`src/rtl/wdtk_pkg.sv`:
```
package wdtk_pkg;
  typedef enum logic [1:0] {
    LOCKED = 2'd0,
    ARMED  = 2'd1,
    OPEN   = 2'd2
  } unlockState_t;

  typedef struct packed {
    logic loadOne;
    logic loadTwo;
    logic reload;
    logic clearFlag;
    logic readHit;
  } regStrobes_t;

  localparam logic [1:0] SZ_BYTE = 2'd0;
  localparam logic [1:0] SZ_HALF = 2'd1;
  localparam logic [1:0] SZ_WORD = 2'd2;
endpackage

```
`src/rtl/wdtk_ctrl.sv`:
```
module wdtk_ctrl
  import wdtk_pkg::*;
#(
  parameter int ADDR_W      = 4,
  parameter int DATA_W      = 32,
  parameter int KEY_FIRST   = 'h80,
  parameter int KEY_SECOND  = 'h86,
  parameter int OFF_ONE     = 'h0,
  parameter int OFF_TWO     = 'h4,
  parameter int OFF_KICK    = 'hC,
  parameter int KICK_BIT    = 8,
  parameter int CLEAR_BIT_A = 9,
  parameter int CLEAR_BIT_B = 12
) (
  input  logic              clk,
  input  logic              rstN,
  input  logic [ADDR_W-1:0] busAddr,
  input  logic [DATA_W-1:0] busWdata,
  input  logic [1:0]        busSize,
  input  logic              busWr,
  input  logic              busRd,
  output regStrobes_t       strobes
);
  localparam logic [ADDR_W-1:0] ADDR_ONE  = ADDR_W'(OFF_ONE);
  localparam logic [ADDR_W-1:0] ADDR_TWO  = ADDR_W'(OFF_TWO);
  localparam logic [ADDR_W-1:0] ADDR_KICK = ADDR_W'(OFF_KICK);
  localparam logic [DATA_W-1:0] KEY_A     = DATA_W'(KEY_FIRST);
  localparam logic [DATA_W-1:0] KEY_B     = DATA_W'(KEY_SECOND);

  unlockState_t state, stateNext;
  logic keyA, keyB, wideWr, protWr;

  always_comb begin
    keyA   = busWr && (busAddr == ADDR_KICK) && (busWdata == KEY_A);
    keyB   = busWr && (busAddr == ADDR_KICK) && (busWdata == KEY_B) && (state == ARMED);
    wideWr = busWr && ((busSize == SZ_HALF) || (busSize == SZ_WORD));
    protWr = wideWr && !keyA && !keyB && (state == OPEN);

    strobes.loadOne   = protWr && (busSize == SZ_WORD) && (busAddr == ADDR_ONE);
    strobes.loadTwo   = protWr && (busSize == SZ_WORD) && (busAddr == ADDR_TWO);
    strobes.reload    = protWr && (busSize == SZ_HALF) && (busAddr == ADDR_KICK)
                        && busWdata[KICK_BIT];
    strobes.clearFlag = protWr && (busSize == SZ_HALF) && (busAddr == ADDR_KICK)
                        && (busWdata[CLEAR_BIT_A] || busWdata[CLEAR_BIT_B]);
    strobes.readHit   = busRd && (busSize == SZ_HALF) && (busAddr == ADDR_KICK);

    stateNext = state;
    if (keyA)        stateNext = ARMED;
    else if (keyB)   stateNext = OPEN;
    else if (protWr) stateNext = LOCKED;
  end

  always_ff @(posedge clk) begin
    if (!rstN) state <= LOCKED;
    else       state <= stateNext;
  end
endmodule

```
`src/rtl/wdtk_dpath.sv`:
```
module wdtk_dpath
  import wdtk_pkg::*;
#(
  parameter int DATA_W      = 32,
  parameter int PRE_W       = 20,
  parameter int CLEAR_BIT_A = 9,
  parameter int CLEAR_BIT_B = 12
) (
  input  logic              clk,
  input  logic              rstN,
  input  logic [DATA_W-1:0] busWdata,
  input  logic              rebootFlag,
  input  regStrobes_t       strobes,
  output logic [DATA_W-1:0] rdData,
  output logic [PRE_W-1:0]  preloadOne,
  output logic [PRE_W-1:0]  preloadTwo,
  output logic              reloadPulse,
  output logic              flagClearPulse
);
  localparam logic [PRE_W-1:0]  PRE_RESET = '1;
  localparam logic [DATA_W-1:0] FLAG_WORD =
    (DATA_W'(1) << CLEAR_BIT_A) | (DATA_W'(1) << CLEAR_BIT_B);

  always_ff @(posedge clk) begin
    if (!rstN) begin
      preloadOne     <= PRE_RESET;
      preloadTwo     <= PRE_RESET;
      reloadPulse    <= 1'b0;
      flagClearPulse <= 1'b0;
      rdData         <= '0;
    end else begin
      if (strobes.loadOne) preloadOne <= busWdata[PRE_W-1:0];
      if (strobes.loadTwo) preloadTwo <= busWdata[PRE_W-1:0];
      reloadPulse    <= strobes.reload;
      flagClearPulse <= strobes.clearFlag;
      rdData         <= (strobes.readHit && rebootFlag) ? FLAG_WORD : '0;
    end
  end
endmodule

```
`src/rtl/wdt_keyed_regs.sv`:
```
module wdt_keyed_regs
  import wdtk_pkg::*;
#(
  parameter int ADDR_W = 4,
  parameter int DATA_W = 32,
  parameter int PRE_W  = 20
) (
  input  logic              clk,
  input  logic              rstN,
  input  logic [ADDR_W-1:0] busAddr,
  input  logic [DATA_W-1:0] busWdata,
  input  logic [1:0]        busSize,
  input  logic              busWr,
  input  logic              busRd,
  input  logic              rebootFlag,
  output logic [DATA_W-1:0] rdData,
  output logic [PRE_W-1:0]  preloadOne,
  output logic [PRE_W-1:0]  preloadTwo,
  output logic              reloadPulse,
  output logic              flagClearPulse
);
  regStrobes_t strobes;

  wdtk_ctrl #(.ADDR_W(ADDR_W), .DATA_W(DATA_W)) u_ctrl (
    .clk(clk), .rstN(rstN), .busAddr(busAddr), .busWdata(busWdata),
    .busSize(busSize), .busWr(busWr), .busRd(busRd), .strobes(strobes)
  );

  wdtk_dpath #(.DATA_W(DATA_W), .PRE_W(PRE_W)) u_dpath (
    .clk(clk), .rstN(rstN), .busWdata(busWdata), .rebootFlag(rebootFlag),
    .strobes(strobes), .rdData(rdData), .preloadOne(preloadOne),
    .preloadTwo(preloadTwo), .reloadPulse(reloadPulse),
    .flagClearPulse(flagClearPulse)
  );
endmodule

```
`config.mk`:
```
export PLATFORM = sky130hd
export DESIGN_NAME = wdt_keyed_regs
export DESIGN_NICKNAME = d
export VERILOG_FILES = /design/src/rtl/wdtk_pkg.sv /design/src/rtl/wdtk_ctrl.sv /design/src/rtl/wdtk_dpath.sv /design/src/rtl/wdt_keyed_regs.sv
export SDC_FILE = /design/constraint.sdc
export NUM_CORES = 1
export LEC_CHECK = 0
export BUFFER_PORTS_ARGS = -buffer_cell sky130_fd_sc_hd__buf_2
export CELL_PAD_IN_SITES_DETAIL_PLACEMENT = 2
export CELL_PAD_IN_SITES_GLOBAL_PLACEMENT = 2
export CORE_AREA = 2 2 90 109
export DETAILED_ROUTE_END_ITERATION = 10
export DIE_AREA = 0 0 92 111
export PLACE_DENSITY_LB_ADDON = 0.12
export SETUP_SLACK_MARGIN = 0.1
export SLEW_MARGIN = 20
export SYNTH_ARGS = -nofsm -noshare
export SYNTH_HDL_FRONTEND = slang
export SYNTH_SLANG_ARGS = --single-unit
export TNS_END_PERCENT = 5
```
`constraint.sdc`:
```
create_clock -name clk -period 1.6 [get_ports clk]
set_input_delay 0 -clock clk [delete_from_list [all_inputs] [get_ports clk]]
set_output_delay 0 -clock clk [all_outputs]
set_load 0.005 [all_outputs]
```
**Word-level counts from Yosys, hierarchy flattened**

Cells that the tools add are included.

- Output and inout bits: 74
- Bits in registers: 76
- Word-level logic and storage cells: 46

- Bitwise operators: 1
- Reduce and logical (&&, ||, !) cells: 26
- Equal/unequal tests: 8
- Muxes and demuxes: 4

Operator list:

| operator | count |
|---|---|
| $eq A32 B8 Y1 const B | 2 |
| $logic_and A1 B1 Y1 | 18 |
| $mux W13 | 1 |
| $eq A2 B1 Y1 const B | 2 |
| $eq A2 B2 Y1 const B | 2 |
| $eq A4 B3 Y1 const B | 1 |
| $eq A4 B4 Y1 const B | 1 |
| $logic_not A4 Y1 | 1 |
| $mux W2 | 2 |
| $reduce_bool A3 Y1 | 1 |
| $logic_not A1 Y1 | 2 |
| $logic_or A1 B1 Y1 | 2 |
| $reduce_bool A2 Y1 | 1 |
| $reduce_or A2 Y1 | 1 |
| $mux W1 | 1 |
| $not A1 Y1 | 1 |

**Logic depth before layout (Yosys ltp)**

Gate-level depths: netlist of run 1.

- Depth in word-level cells: 10
- Gate-level depth with buffers: 7

**Modules after synthesis**

From an unflattened synthesis of run 1, not the netlist that was laid out.

- Cells, all modules: 205
- Area, all modules: 2045.7 um^2

Modules (own cells, without submodules):

| module | times used | sequential area each (um^2) | area an instance (um^2) | cells an instance |
|---|---|---|---|---|
| wdtk_dpath | 1 | 860.8 | 1736.7 | 167 |
| wdtk_ctrl | 1 | 40.0 | 309.0 | 38 |

**Least setup slack after synthesis of run 1**

Ideal clock, no wire load.

- Path type: in2reg
- Start point: input busSize[0]
- End point: register u_dpath.preloadTwo[0]
- Data arrival time: 1.235 ns
- Setup time: 0.063 ns
- Data required time: 1.537 ns
- Stages on the path: 7
- Slack: 0.302 ns
- Cells stage by stage: inv_1 -> ha_1 -> and4bb_1 -> and4_1 -> clkbuf_1 -> nand2_1 -> nand3_1

- Cells in the longest elaborated chain, start to end: 8
- Elaborated cells between the ends (all ways): 9
- Those cells by class: 2 x eq/ne; 7 x reduce/logical

RTL lines:

| what | RTL line | RTL |
|---|---|---|
| start, declared | wdt_keyed_regs.sv:12 | `input logic [1:0] busSize,` |
| $eq A2 B1 Y1 or $eq A2 B2 Y1 (tied branches) | wdtk_ctrl.sv:36, wdtk_ctrl.sv:40 |  |
| $logic_or A1 B1 Y1 | wdtk_ctrl.sv:36 | `wideWr = busWr && ((busSize == SZ_HALF) \|\| (busSize == SZ_WORD));` |
| $logic_and A1 B1 Y1 | wdtk_ctrl.sv:36 |  |
| $logic_and A1 B1 Y1 (3 in a row) | wdtk_ctrl.sv:37 | `protWr = wideWr && !keyA && !keyB && (state == OPEN);` |
| $logic_and A1 B1 Y1 (*) (2 in a row) | wdtk_ctrl.sv:40 | `strobes.loadTwo = protWr && (busSize == SZ_WORD) && (busAddr == ADDR_TWO);` |
| end signal, assigned | wdtk_dpath.sv:33 | `if (strobes.loadTwo) preloadTwo <= busWdata[PRE_W-1:0];` |
| end, declared | wdtk_dpath.sv:16 | `output logic [PRE_W-1:0] preloadTwo,` |

Every way passes the cells marked *; elsewhere a longest branch is shown, timed or not.
A chain may end at the register's enable or synchronous reset.

**Final worst setup path of run 1**

- Start point: register u_ctrl.state[0]
- End point: register u_dpath.preloadOne[13]

- Cells in the longest elaborated chain, start to end: 7
- Elaborated cells between the ends (all ways): 8
- Those cells by class: 2 x eq/ne; 6 x reduce/logical

RTL lines:

| what | RTL line | RTL |
|---|---|---|
| start, declared | wdtk_ctrl.sv:30 | `unlockState_t state, stateNext;` |
| start signal, assigned | wdtk_ctrl.sv:55 | `else state <= stateNext;` |
| $eq A2 B1 Y1 | wdtk_ctrl.sv:35 | `keyB = busWr && (busAddr == ADDR_KICK) && (busWdata == KEY_B) && (state == ARMED);` |
| $logic_and A1 B1 Y1 | wdtk_ctrl.sv:35 |  |
| $logic_not A1 Y1 | wdtk_ctrl.sv:37 |  |
| $logic_and A1 B1 Y1 | wdtk_ctrl.sv:37 |  |
| $logic_and A1 B1 Y1 (*) | wdtk_ctrl.sv:37 |  |
| $logic_and A1 B1 Y1 (*) (2 in a row) | wdtk_ctrl.sv:39 | `strobes.loadOne = protWr && (busSize == SZ_WORD) && (busAddr == ADDR_ONE);` |
| end signal, assigned | wdtk_dpath.sv:32 | `if (strobes.loadOne) preloadOne <= busWdata[PRE_W-1:0];` |
| end, declared | wdtk_dpath.sv:15 | `output logic [PRE_W-1:0] preloadOne,` |

Marks and branches as above.

==> impl_metrics.json, run 1 <==
{
  "outcome": "completed",
  "route.detailed.drc": 0,
  "clk_pin_slew_worst_paths_ps": 70,
  "p_leak_uw": 0.00138,
  "vias_per_cell": 4.23,
  "ys_ff_latch": 45,
  "worst_ep_arrival_time_ps": 1530,
  "grt_pass1_vias": 2211,
  "syn-cell-area_um2": 1950,
  "yosys_warnings": 0,
  "hold_viol_final": 0,
  "power.density_nw_per_um2": 834,
  "antenna_found_initial": 0,
  "fp.dieW_um": 92,
  "die_y_um": 111,
  "placed_area_um2": 2470,
  "track_usage": 0.142,
  "io_buffers": 86,
  "layout_worst_path_cycle_share": 0.858,
  "fmax_mhz": 728,
  "netlist_instances": 248,
  "core.rowCount": 39,
  "gp_congestion": 0.718,
  "slew_viol_final": 0,
  "grt_start_max_net_pins": 30,
  "hpwl_mm": 5.14,
  "worst-path-buf-inv": 1,
  "via_count": 2028,
  "diodes": 0,
  "core_um2": 9270,
  "htreeDepth": 2,
  "setup_violations": 0,
  "drtPass1Iterations": 3,
  "ant_nets": 0,
  "clk_latency_ps": 290,
  "crit_path_start_kind": "flip-flop",
  "clkSinkCount": 45,
  "finish.instance_area_um2": 2810,
  "period_needed_ps": 1370,
  "start_util": 0.211,
  "path_max_fanout": 17,
  "criticalPathCategory": "flip-flop to flip-flop",
  "grt_pass1_wl_mm": 11.1,
  "rsz0062_at_grt": "false",
  "fin_skew_ps": 4.51,
  "io_pins": 117,
  "syn2layout_area_growth_pct": 44.0,
  "cpPeakStageDelay_ps": 350,
  "maxCapViolCount": 0,
  "drt-total-wl_mm": 6.95,
  "hold_path.class": "input port to flip-flop",
  "cp_slowest_cell": "and4bb_2",
  "ys_seq_area_frac": 0.461,
  "path_delay_family": "simple AND/OR/NAND/NOR gates",
  "clock-root-buffer": "clkbuf_16",
  "endpoint_kind": "flip-flop",
  "dieArea_um2": 10200,
  "drive_above_1_share": 0.301,
  "tns_ps": 0,
  "required_ps": 1760,
  "path_cells": "and4bb_2 -> nand4b_1 -> buf_6 -> nand2_1 -> nand3_1",
  "cts-buffers-inserted": 5,
  "cts_tree": "built",
  "nNetsFinal": 401,
  "syn_area_per_cell_um2": 7.88,
  "synth_cell_types": 25,
  "cts_buffer_depth": 2,
  "max-vdd-ir-drop_mv": 0.355,
  "routedWlPerCell_um": 14.5,
  "first_iter_violations": 22,
  "grt_overflow": 0
}
## tightest hold or removal path, cell delays in order
cell	delay, ps
buf_2	100
nand2_1	80
nand3_1	80
## path summary, 6_finish.rpt
| path | startpoint | to | slack, ps | depth (start not counted) |
|---|---|---|---|---|
| worst max-delay path | u_ctrl.state[0] | u_dpath.preloadOne[13] | 230 | 5 |
| worst min-delay path | busWdata[10] | u_dpath.preloadOne[10] | 9 | 3 |
| worst max register to register | u_ctrl.state[0] | u_dpath.preloadOne[13] | 230 | 5 |
| worst min register to register | u_dpath.preloadOne[7] | u_dpath.preloadOne[7] | 460 | 2 |
## metrics by stage
step	worst slack, ps	total power [uW]	instances	hold slack [ps]	util
2_1_floorplan	302	1240	277	124	-
3_3_place_gp	39.3	1280	453	225	0.267
3_5_place_dp	23.5	1280	453	237	0.267
4_1_cts	150	2390	479	1.77	0.303
5_1_grt	130	2470	479	11.0	0.303
6_report	227	2350	479	8.70	0.303
## cells in the mapped netlist
| cell type | n | area, um2 |
|---|---|---|
| and2_1 | 1 | 6.26 |
| nor2_1 | 3 | 11.3 |
| or2_2 | 1 | 6.26 |
| and4b_1 | 1 | 10.0 |
| nand3_1 | 41 | 205 |
| and4bb_1 | 2 | 25.0 |
| nor3_1 | 2 | 10.0 |
| or4_1 | 1 | 7.51 |
| conb_1 | 1 | 3.75 |
| and4_1 | 1 | 8.76 |
| buf_4 | 31 | 233 |
| nand4_1 | 3 | 18.8 |
| nand2b_1 | 1 | 6.26 |
| nand4b_1 | 2 | 17.5 |
| nor4_1 | 7 | 43.8 |
| a211oi_2 | 1 | 12.5 |
| inv_1 | 3 | 11.3 |
| dfxtp_1 | 45 | 901 |
| nor3b_1 | 1 | 7.51 |
| nand2_1 | 81 | 304 |
| and3_1 | 2 | 12.5 |
| a22o_1 | 1 | 8.76 |
| nor4b_1 | 1 | 8.76 |
| ha_1 | 2 | 25.0 |
| clkbuf_1 | 13 | 48.8 |
## where the power goes
group          total [uW]  internal, uW  switching (uW)
logic                 172          81.8            90.0
clock network        1050           613             441
registers            1120          1120          0.0156
total                2350          1810             531
## metal layers
| layer | GRT usage | vias to the layer above | routed length, um |
|---|---|---|---|
| li1 | - | 974 | - |
| met1 | 0.153 | 974 | 2820 |
| met2 | 0.264 | 73 | 3600 |
| met3 | 0.0387 | 7 | 440 |
| met4 | 0.0478 | 0 | 100 |
| met5 | 0 | - | 0 |
## cells in the final DEF (no fill, tap or decap), types with 2 or more instances in the layout
master and count:
and3_1 2, buf_12 2, buf_2 86, buf_4 8, clkbuf_16 5, conb_1 30
dfxtp_1 45, dlygate4sd3_1 19, ha_1 2, inv_1 3, nand2_1 81, nand3_1 41
nand4_1 3, nand4b_1 2, nor2_1 3, nor3_1 2, nor4_1 7
## cell families (layout without fill, tap and decap cells)
kind of cell    after synthesis  in the layout  share of synthesized area
flops                        45             45                      0.461
simple gates                151            151                      0.363
other cells                   1             30                    0.00192
compound gates                2              2                     0.0109
fa+ha+maj                     2              2                     0.0128
buf+inv                      47            126                      0.150
## registers in the layout, indices dropped and copies added (netlist names)
register / cells
u_dpath.reloadPulse: 1
u_dpath.rdData: 1
u_ctrl.state: 2
u_dpath.preloadTwo: 20
u_dpath.flagClearPulse: 1
u_dpath.preloadOne: 20
## area by class of cell
class,instances,area [um2]
sequential,45,901
tap,123,154
clock inverter,1,7.51
inverter,3,11.3
timing repair buffer,116,732
clock buffer,6,139
multi-input combinational,185,868
fill,1100,6460
## what timing repair did
action                     4_1_cts  5_1_grt
setup endpoints to repair        0       14
hold buffers                    19        0
hold endpoints to repair        34        0
buffers inserted                 0        0
resized for setup                0        2
Power figures use the tool's default switching activity.
==> run 2, diff against run 1 <==
--- a/config.mk
+++ b/config.mk
@@ -11,10 +11,11 @@
 export CORE_AREA = 2 2 90 109
 export DETAILED_ROUTE_END_ITERATION = 10
 export DIE_AREA = 0 0 92 111
+export GPL_TIMING_DRIVEN = 0
 export PLACE_DENSITY_LB_ADDON = 0.12
-export SETUP_SLACK_MARGIN = 0.1
+export SETUP_SLACK_MARGIN = 0.3
 export SLEW_MARGIN = 20
 export SYNTH_ARGS = -nofsm -noshare
 export SYNTH_HDL_FRONTEND = slang
 export SYNTH_SLANG_ARGS = --single-unit
-export TNS_END_PERCENT = 5
+export TNS_END_PERCENT = 1
==> impl_metrics.json, run 2 (synthesized netlist as in run 1, its figures left out) <==
{
  "p_sw_frac": 0.226,
  "antenna_found_initial": 0,
  "multi_input_area_um2": 995,
  "regToRegEndpoint": "u_dpath.preloadOne[19]",
  "criticalPathCategory": "flip-flop to flip-flop",
  "core.rowCount": 39,
  "layout_commonest_cell": "buf_2",
  "timing.hold.ws_ps": -4.50,
  "hold_path.class": "input port to flip-flop",
  "placed_area_um2": 2640,
  "start_util": 0.211,
  "p_int_uw": 1810,
  "p_leak_uw": 0.00156,
  "clock-root-buffer": "clkbuf_16",
  "dp.cells": 485,
  "diodes": 0,
  "die_y_um": 111,
  "routedWlPerCell_um": 14.6,
  "ant_nets": 0,
  "hpwl_mm": 5.45,
  "period_needed_ps": 1430,
  "path_max_fanout": 6,
  "grt_pass1_wl_mm": 11.6,
  "n_fill_cell": 1118,
  "route.detailed.drc": 0,
  "worst_ep_arrival_time_ps": 1570,
  "cts_buffer_depth": 2,
  "reg_top3": "u_dpath.preloadOne (20), u_dpath.preloadTwo (20), u_ctrl.state (2)",
  "grt_overflow": 0,
  "finish.instance_area_um2": 3200,
  "cts-buffers-inserted": 5,
  "first_iter_violations": 48,
  "io_pins": 117,
  "layout_common_cells": "buf_2, nand2_1, dfxtp_1, buf_4, nand3_1",
  "power.share.clock": 0.420,
  "slew_viol_final": 0,
  "final_util": 0.345,
  "seqCellArea_um2": 902,
  "layoutNonFillerInstCount": 515,
  "power_uw": 2330,
  "critPathCapture": "u_dpath.preloadOne[19]",
  "clk_latency_ps": 280,
  "htreeDepth": 2,
  "required_ps": 1740,
  "power.density_nw_per_um2": 731,
  "layout_worst_path_cycle_share": 0.891,
  "maxCapViolCount": 0,
  "sequentialPowerShare": 0.480,
  "worst_pin_slew_ps": 569,
  "fin_skew_ps": 2.62,
  "setup_violations": 0,
  "drt-total-wl_mm": 7.50,
  "violations": "hold timing",
  "io_buffers": 85,
  "p_sw_uw": 527,
  "ff2ff_path_depth": 6,
  "rsz0062_at_grt": "true",
  "clkSinkCount": 45,
  "nNetsFinal": 438,
  "slew_headroom": 0.620,
  "crit_path_start_kind": "flip-flop",
  "gp_congestion": 0.701,
  "p_comb_frac": 0.100,
  "startpoint": "u_ctrl.state[0]",
  "drtPass1Iterations": 4,
  "via_count": 2167,
  "track_usage": 0.146,
  "grt_pass1_vias": 2358,
  "outcome": "finished, violations left",
  "max-vdd-ir-drop_mv": 0.329,
  "drive_above_1_share": 0.406,
  "clk_pin_slew_worst_paths_ps": 60,
  "vias_per_cell": 4.21,
  "dieArea_um2": 10200,
  "syn2layout_area_growth_pct": 63.6,
  "fp.dieW_um": 92,
  "reg2reg_slack_ps": 170,
  "worstReg2RegStart": "u_ctrl.state[0]",
  "grt_start_max_net_pins": 13,
  "hold_viol_final": 1,
  "endpoint_kind": "flip-flop",
  "fmax_mhz": 701,
  "cts_tree": "built",
  "core_um2": 9270
}
run 2: how the worst min path moves through the flow:
stage / startpoint / cells past startpoint / end
CTS: busWdata[3] / 3 / u_dpath.preloadTwo[3]
detailed placement: busRd / 2 / u_dpath.rdData[9]
global placement: busRd / 2 / u_dpath.rdData[9]
finish: busWdata[10] / 3 / u_dpath.preloadTwo[10]
floorplan: busWdata[0] / 2 / u_dpath.preloadOne[0]
global route: busWdata[10] / 3 / u_dpath.preloadTwo[10]
run 2: area by class of cell:
type,instances,share of cell area
multi-input combinational,185,0.311
sequential,45,0.282
timing repair buffer,109,0.209
buffer,44,0.105
tap,123,0.0482
clock buffer,5,0.0392
inverter,3,0.00352
clock inverter,1,0.00157
run 2: routing by layer:
metal / global-route usage / part of all wire
met1: 0.156 / 0.40
met2: 0.275 / 0.53
met3: 0.0401 / 0.057
met4: 0.0418 / 0.012
met5: 0 / 0
run 2: per-stage QoR:
stage	setup TNS, ps	setup WS (ps)
finish	0	174
global route	0	127
CTS	0	168
detailed placement	-7620	-238
global placement	-6420	-198
floorplan	0	302
run 2: what timing repair did:
action | CTS | global route
endpoints found under the setup margin | 44 | 42
hold buffers | 21 | 0
pin swaps | 0 | 8
hold endpoints to repair | 37 | 0
gates resized for setup | 14 | 55
setup buffers | 0 | 1
cloned | 0 | 2
run 2: critical path, stage by stage, from the launching register on:
cell	delay, ps
dfxtp_2	320
and4bb_2	360
nand4b_1	130
buf_6	180
buf_12	150
nand2_4	70
nand3_2	70
run 2: power by group through the flow:
| stage | Sequential, uW | Combinational (uW) | Clock (uW) |
|---|---|---|---|
| after floorplan | 1150 | 99.5 | 0 |
| after global placement | 1150 | 187 | 0 |
| after detailed placement | 1150 | 188 | 0 |
| after CTS | 1120 | 230 | 1020 |
| after global routing | 1120 | 259 | 1080 |
| final | 1120 | 233 | 981 |
==> run 3, diff against run 2 <==
--- a/config.mk
+++ b/config.mk
@@ -5,12 +5,13 @@
 export SDC_FILE = /design/constraint.sdc
 export NUM_CORES = 1
 export LEC_CHECK = 0
+export ABC_AREA = 1
 export BUFFER_PORTS_ARGS = -buffer_cell sky130_fd_sc_hd__buf_2
 export CELL_PAD_IN_SITES_DETAIL_PLACEMENT = 2
 export CELL_PAD_IN_SITES_GLOBAL_PLACEMENT = 2
-export CORE_AREA = 2 2 90 109
+export CORE_AREA = 2 2 94 114
 export DETAILED_ROUTE_END_ITERATION = 10
-export DIE_AREA = 0 0 92 111
+export DIE_AREA = 0 0 96 116
 export GPL_TIMING_DRIVEN = 0
 export PLACE_DENSITY_LB_ADDON = 0.12
 export SETUP_SLACK_MARGIN = 0.3
==> impl_metrics.json, run 3 <==
{
  "regToRegEndpoint": "u_dpath.preloadOne[6]",
  "synth_flop_cell": "dfxtp_1",
  "worstReg2RegStart": "u_ctrl.state[0]",
  "p_leak_uw": 0.00158,
  "dieArea_um2": 11100,
  "grt_pass1_wl_mm": 13.0,
  "hold_viol_final": 0,
  "layoutNonFillerInstCount": 560,
  "synth_most_common_cell": "nand2_1",
  "yosys_warnings": 0,
  "clkSinkCount": 45,
  "synth_top_area_share": 0.398,
  "rsz0062_at_grt": "true",
  "clock-root-buffer": "clkbuf_16",
  "hold_path.class": "input port to flip-flop",
  "required_ps": 1750,
  "clk_latency_ps": 290,
  "routedWlPerCell_um": 14.8,
  "period_needed_ps": 1300,
  "async_flop_share": 0,
  "reg2reg_slack_ps": 300,
  "layout_worst_path_cycle_share": 0.815,
  "cp_slowest_cell": "dfxtp_2",
  "route.detailed.drc": 0,
  "first_iter_violations": 69,
  "syn_area_per_cell_um2": 7.45,
  "worst-path-buf-inv": 3,
  "hold_start": "busWdata[18]",
  "dp.cells": 544,
  "ys_top_cells_by_count": "nand2_1, nand3_1, dfxtp_1, nand4_1, buf_4",
  "yosysTopAreaCell": "dfxtp_1",
  "cts_buffer_depth": 2,
  "grt_overflow": 0,
  "synth_area_leaders": "dfxtp_1, nand4_1, buf_4",
  "htreeDepth": 2,
  "hpwl_mm": 6.52,
  "fmax_mhz": 767,
  "ant_nets": 0,
  "criticalPathCategory": "flip-flop to flip-flop",
  "crit_path_start_kind": "flip-flop",
  "ys_seq_area_frac": 0.398,
  "netlist_instances": 304,
  "track_usage": 0.152,
  "syn-cell-area_um2": 2260,
  "start_util": 0.227,
  "drt-total-wl_mm": 8.30,
  "syn2layout_area_growth_pct": 42.2,
  "ys_ff_latch": 45,
  "synth-edff-count": 0,
  "tns_ps": 0,
  "io_pins": 117,
  "ff2ff_path_depth": 8,
  "outcome": "completed",
  "max-vdd-ir-drop_mv": 0.375,
  "via_count": 2487,
  "nNetsFinal": 478,
  "path_cells": "nor2_4 -> nand3_4 -> inv_4 -> nand4_1 -> buf_6 -> buf_4 -> nand2_1 -> nand3_1",
  "detailedPlace.worstSlack_ps": 137,
  "reg_top3": "u_dpath.preloadOne (20), u_dpath.preloadTwo (20), u_ctrl.state (2)",
  "slew_viol_final": 0,
  "antenna_found_initial": 0,
  "die_y_um": 116,
  "worst_ep_arrival_time_ps": 1460,
  "drtPass1Iterations": 4,
  "clk_pin_slew_worst_paths_ps": 70,
  "gp_congestion": 0.774,
  "endpoint_kind": "flip-flop",
  "vias_per_cell": 4.44,
  "maxCapViolCount": 0,
  "drive_above_1_share": 0.339,
  "layout_common_cells": "buf_2, nand2_1, nand3_1, nand4_1, dfxtp_1",
  "diodes": 0,
  "path_max_fanout": 5,
  "cts_tree": "built",
  "core_um2": 9960,
  "whs_endpoint": "u_dpath.preloadOne[18]",
  "min_path_cells": 3,
  "synth_cell_types": 21,
  "grt_pass1_vias": 2568,
  "layout_commonest_cell": "buf_2",
  "cts-buffers-inserted": 5,
  "io_buffers": 85,
  "fin_skew_ps": 4.82,
  "worst-path-stages": 8,
  "cpPeakStageDelay_ps": 340,
  "grt_start_max_net_pins": 16,
  "core.rowCount": 40,
  "layout_setup_ws_ps": 297,
  "power.density_nw_per_um2": 753,
  "fp.dieW_um": 96,
  "setup_violations": 0,
  "path_delay_family": "simple AND/OR/NAND/NOR gates"
}
[run 3: changes by cell type after synthesis, sizes merged, moves of 5 or more]
cell / delta
clkbuf: -7
nor4: -6
nor2: +29
inv: +9
buf: +16
nand2: -23
nand3: +5
nand4: +42
[run 3: worst max path at each step]
stage | end | slack (ps) | startpoint
6_report | u_dpath.preloadOne[6] | 300 | u_ctrl.state[0]
3_3_place_gp | u_dpath.preloadTwo[19] | 170 | busSize[0]
5_1_grt | u_dpath.preloadTwo[1] | 220 | u_ctrl.state[0]
4_1_cts | u_dpath.preloadTwo[16] | 320 | u_ctrl.state[0]
2_1_floorplan | u_dpath.preloadOne[0] | 510 | u_ctrl.state[0]
3_5_place_dp | u_dpath.preloadTwo[1] | 140 | busSize[0]
[run 3: per-stage QoR]
stage          hold WS [ps]  cell area [um2]  total power [uW]   util
2_1_floorplan           119             2370              1280      -
3_3_place_gp            229             2960              1380  0.297
3_5_place_dp            240             2960              1390  0.297
4_1_cts                1.06             3180              2450  0.319
5_1_grt                22.1             3220              2530  0.323
6_report               5.72             3220              2420  0.323
[run 3: report_power, final]
group	internal (uW)	switching [uW]	total (uW)
registers	1120	0.0197	1120
clock network	582	464	1050
logic	110	147	257
[run 3: tightest hold or removal path, cell delays in order]
cell,delay (ps)
buf_2,110
nand4_1,80
nand3_1,70
[run 3: routing by layer]
layer  vias up  share of wire  GRT usage
li1       1225              -          -
met1      1201           0.42      0.181
met2        61           0.53      0.280
met3         0          0.045     0.0286
met4         0              0     0.0286
met5         -              0          0
[run 3: timing repair]
item | in CTS | in global routing
setup buffers | 2 | 1
gates cloned | 2 | 1
pin swaps | 2 | 0
gates resized for setup | 10 | 7
setup endpoints to repair | 40 | 40
hold buffers | 2 | 0
endpoints found under the hold margin | 1 | 0
[run 3: area by class of cell]
type	count	area, um2
clock buffers	5	125
multi-input cells	222	1090
repair buffers	93	498
flip-flops and latches	45	902
plain buffers	53	375
clock inverters	3	21.3
well taps	126	158
inverters	13	51.3
fillers	1253	6740
[run 3: cell families after synthesis]
family	share of synthesized area
DFF	0.398
other	0.00166
AOI/OAI and AO/OA	0.00774
and+or+nand+nor	0.401
buffers and inverters	0.181
adders and majority gates	0.0111
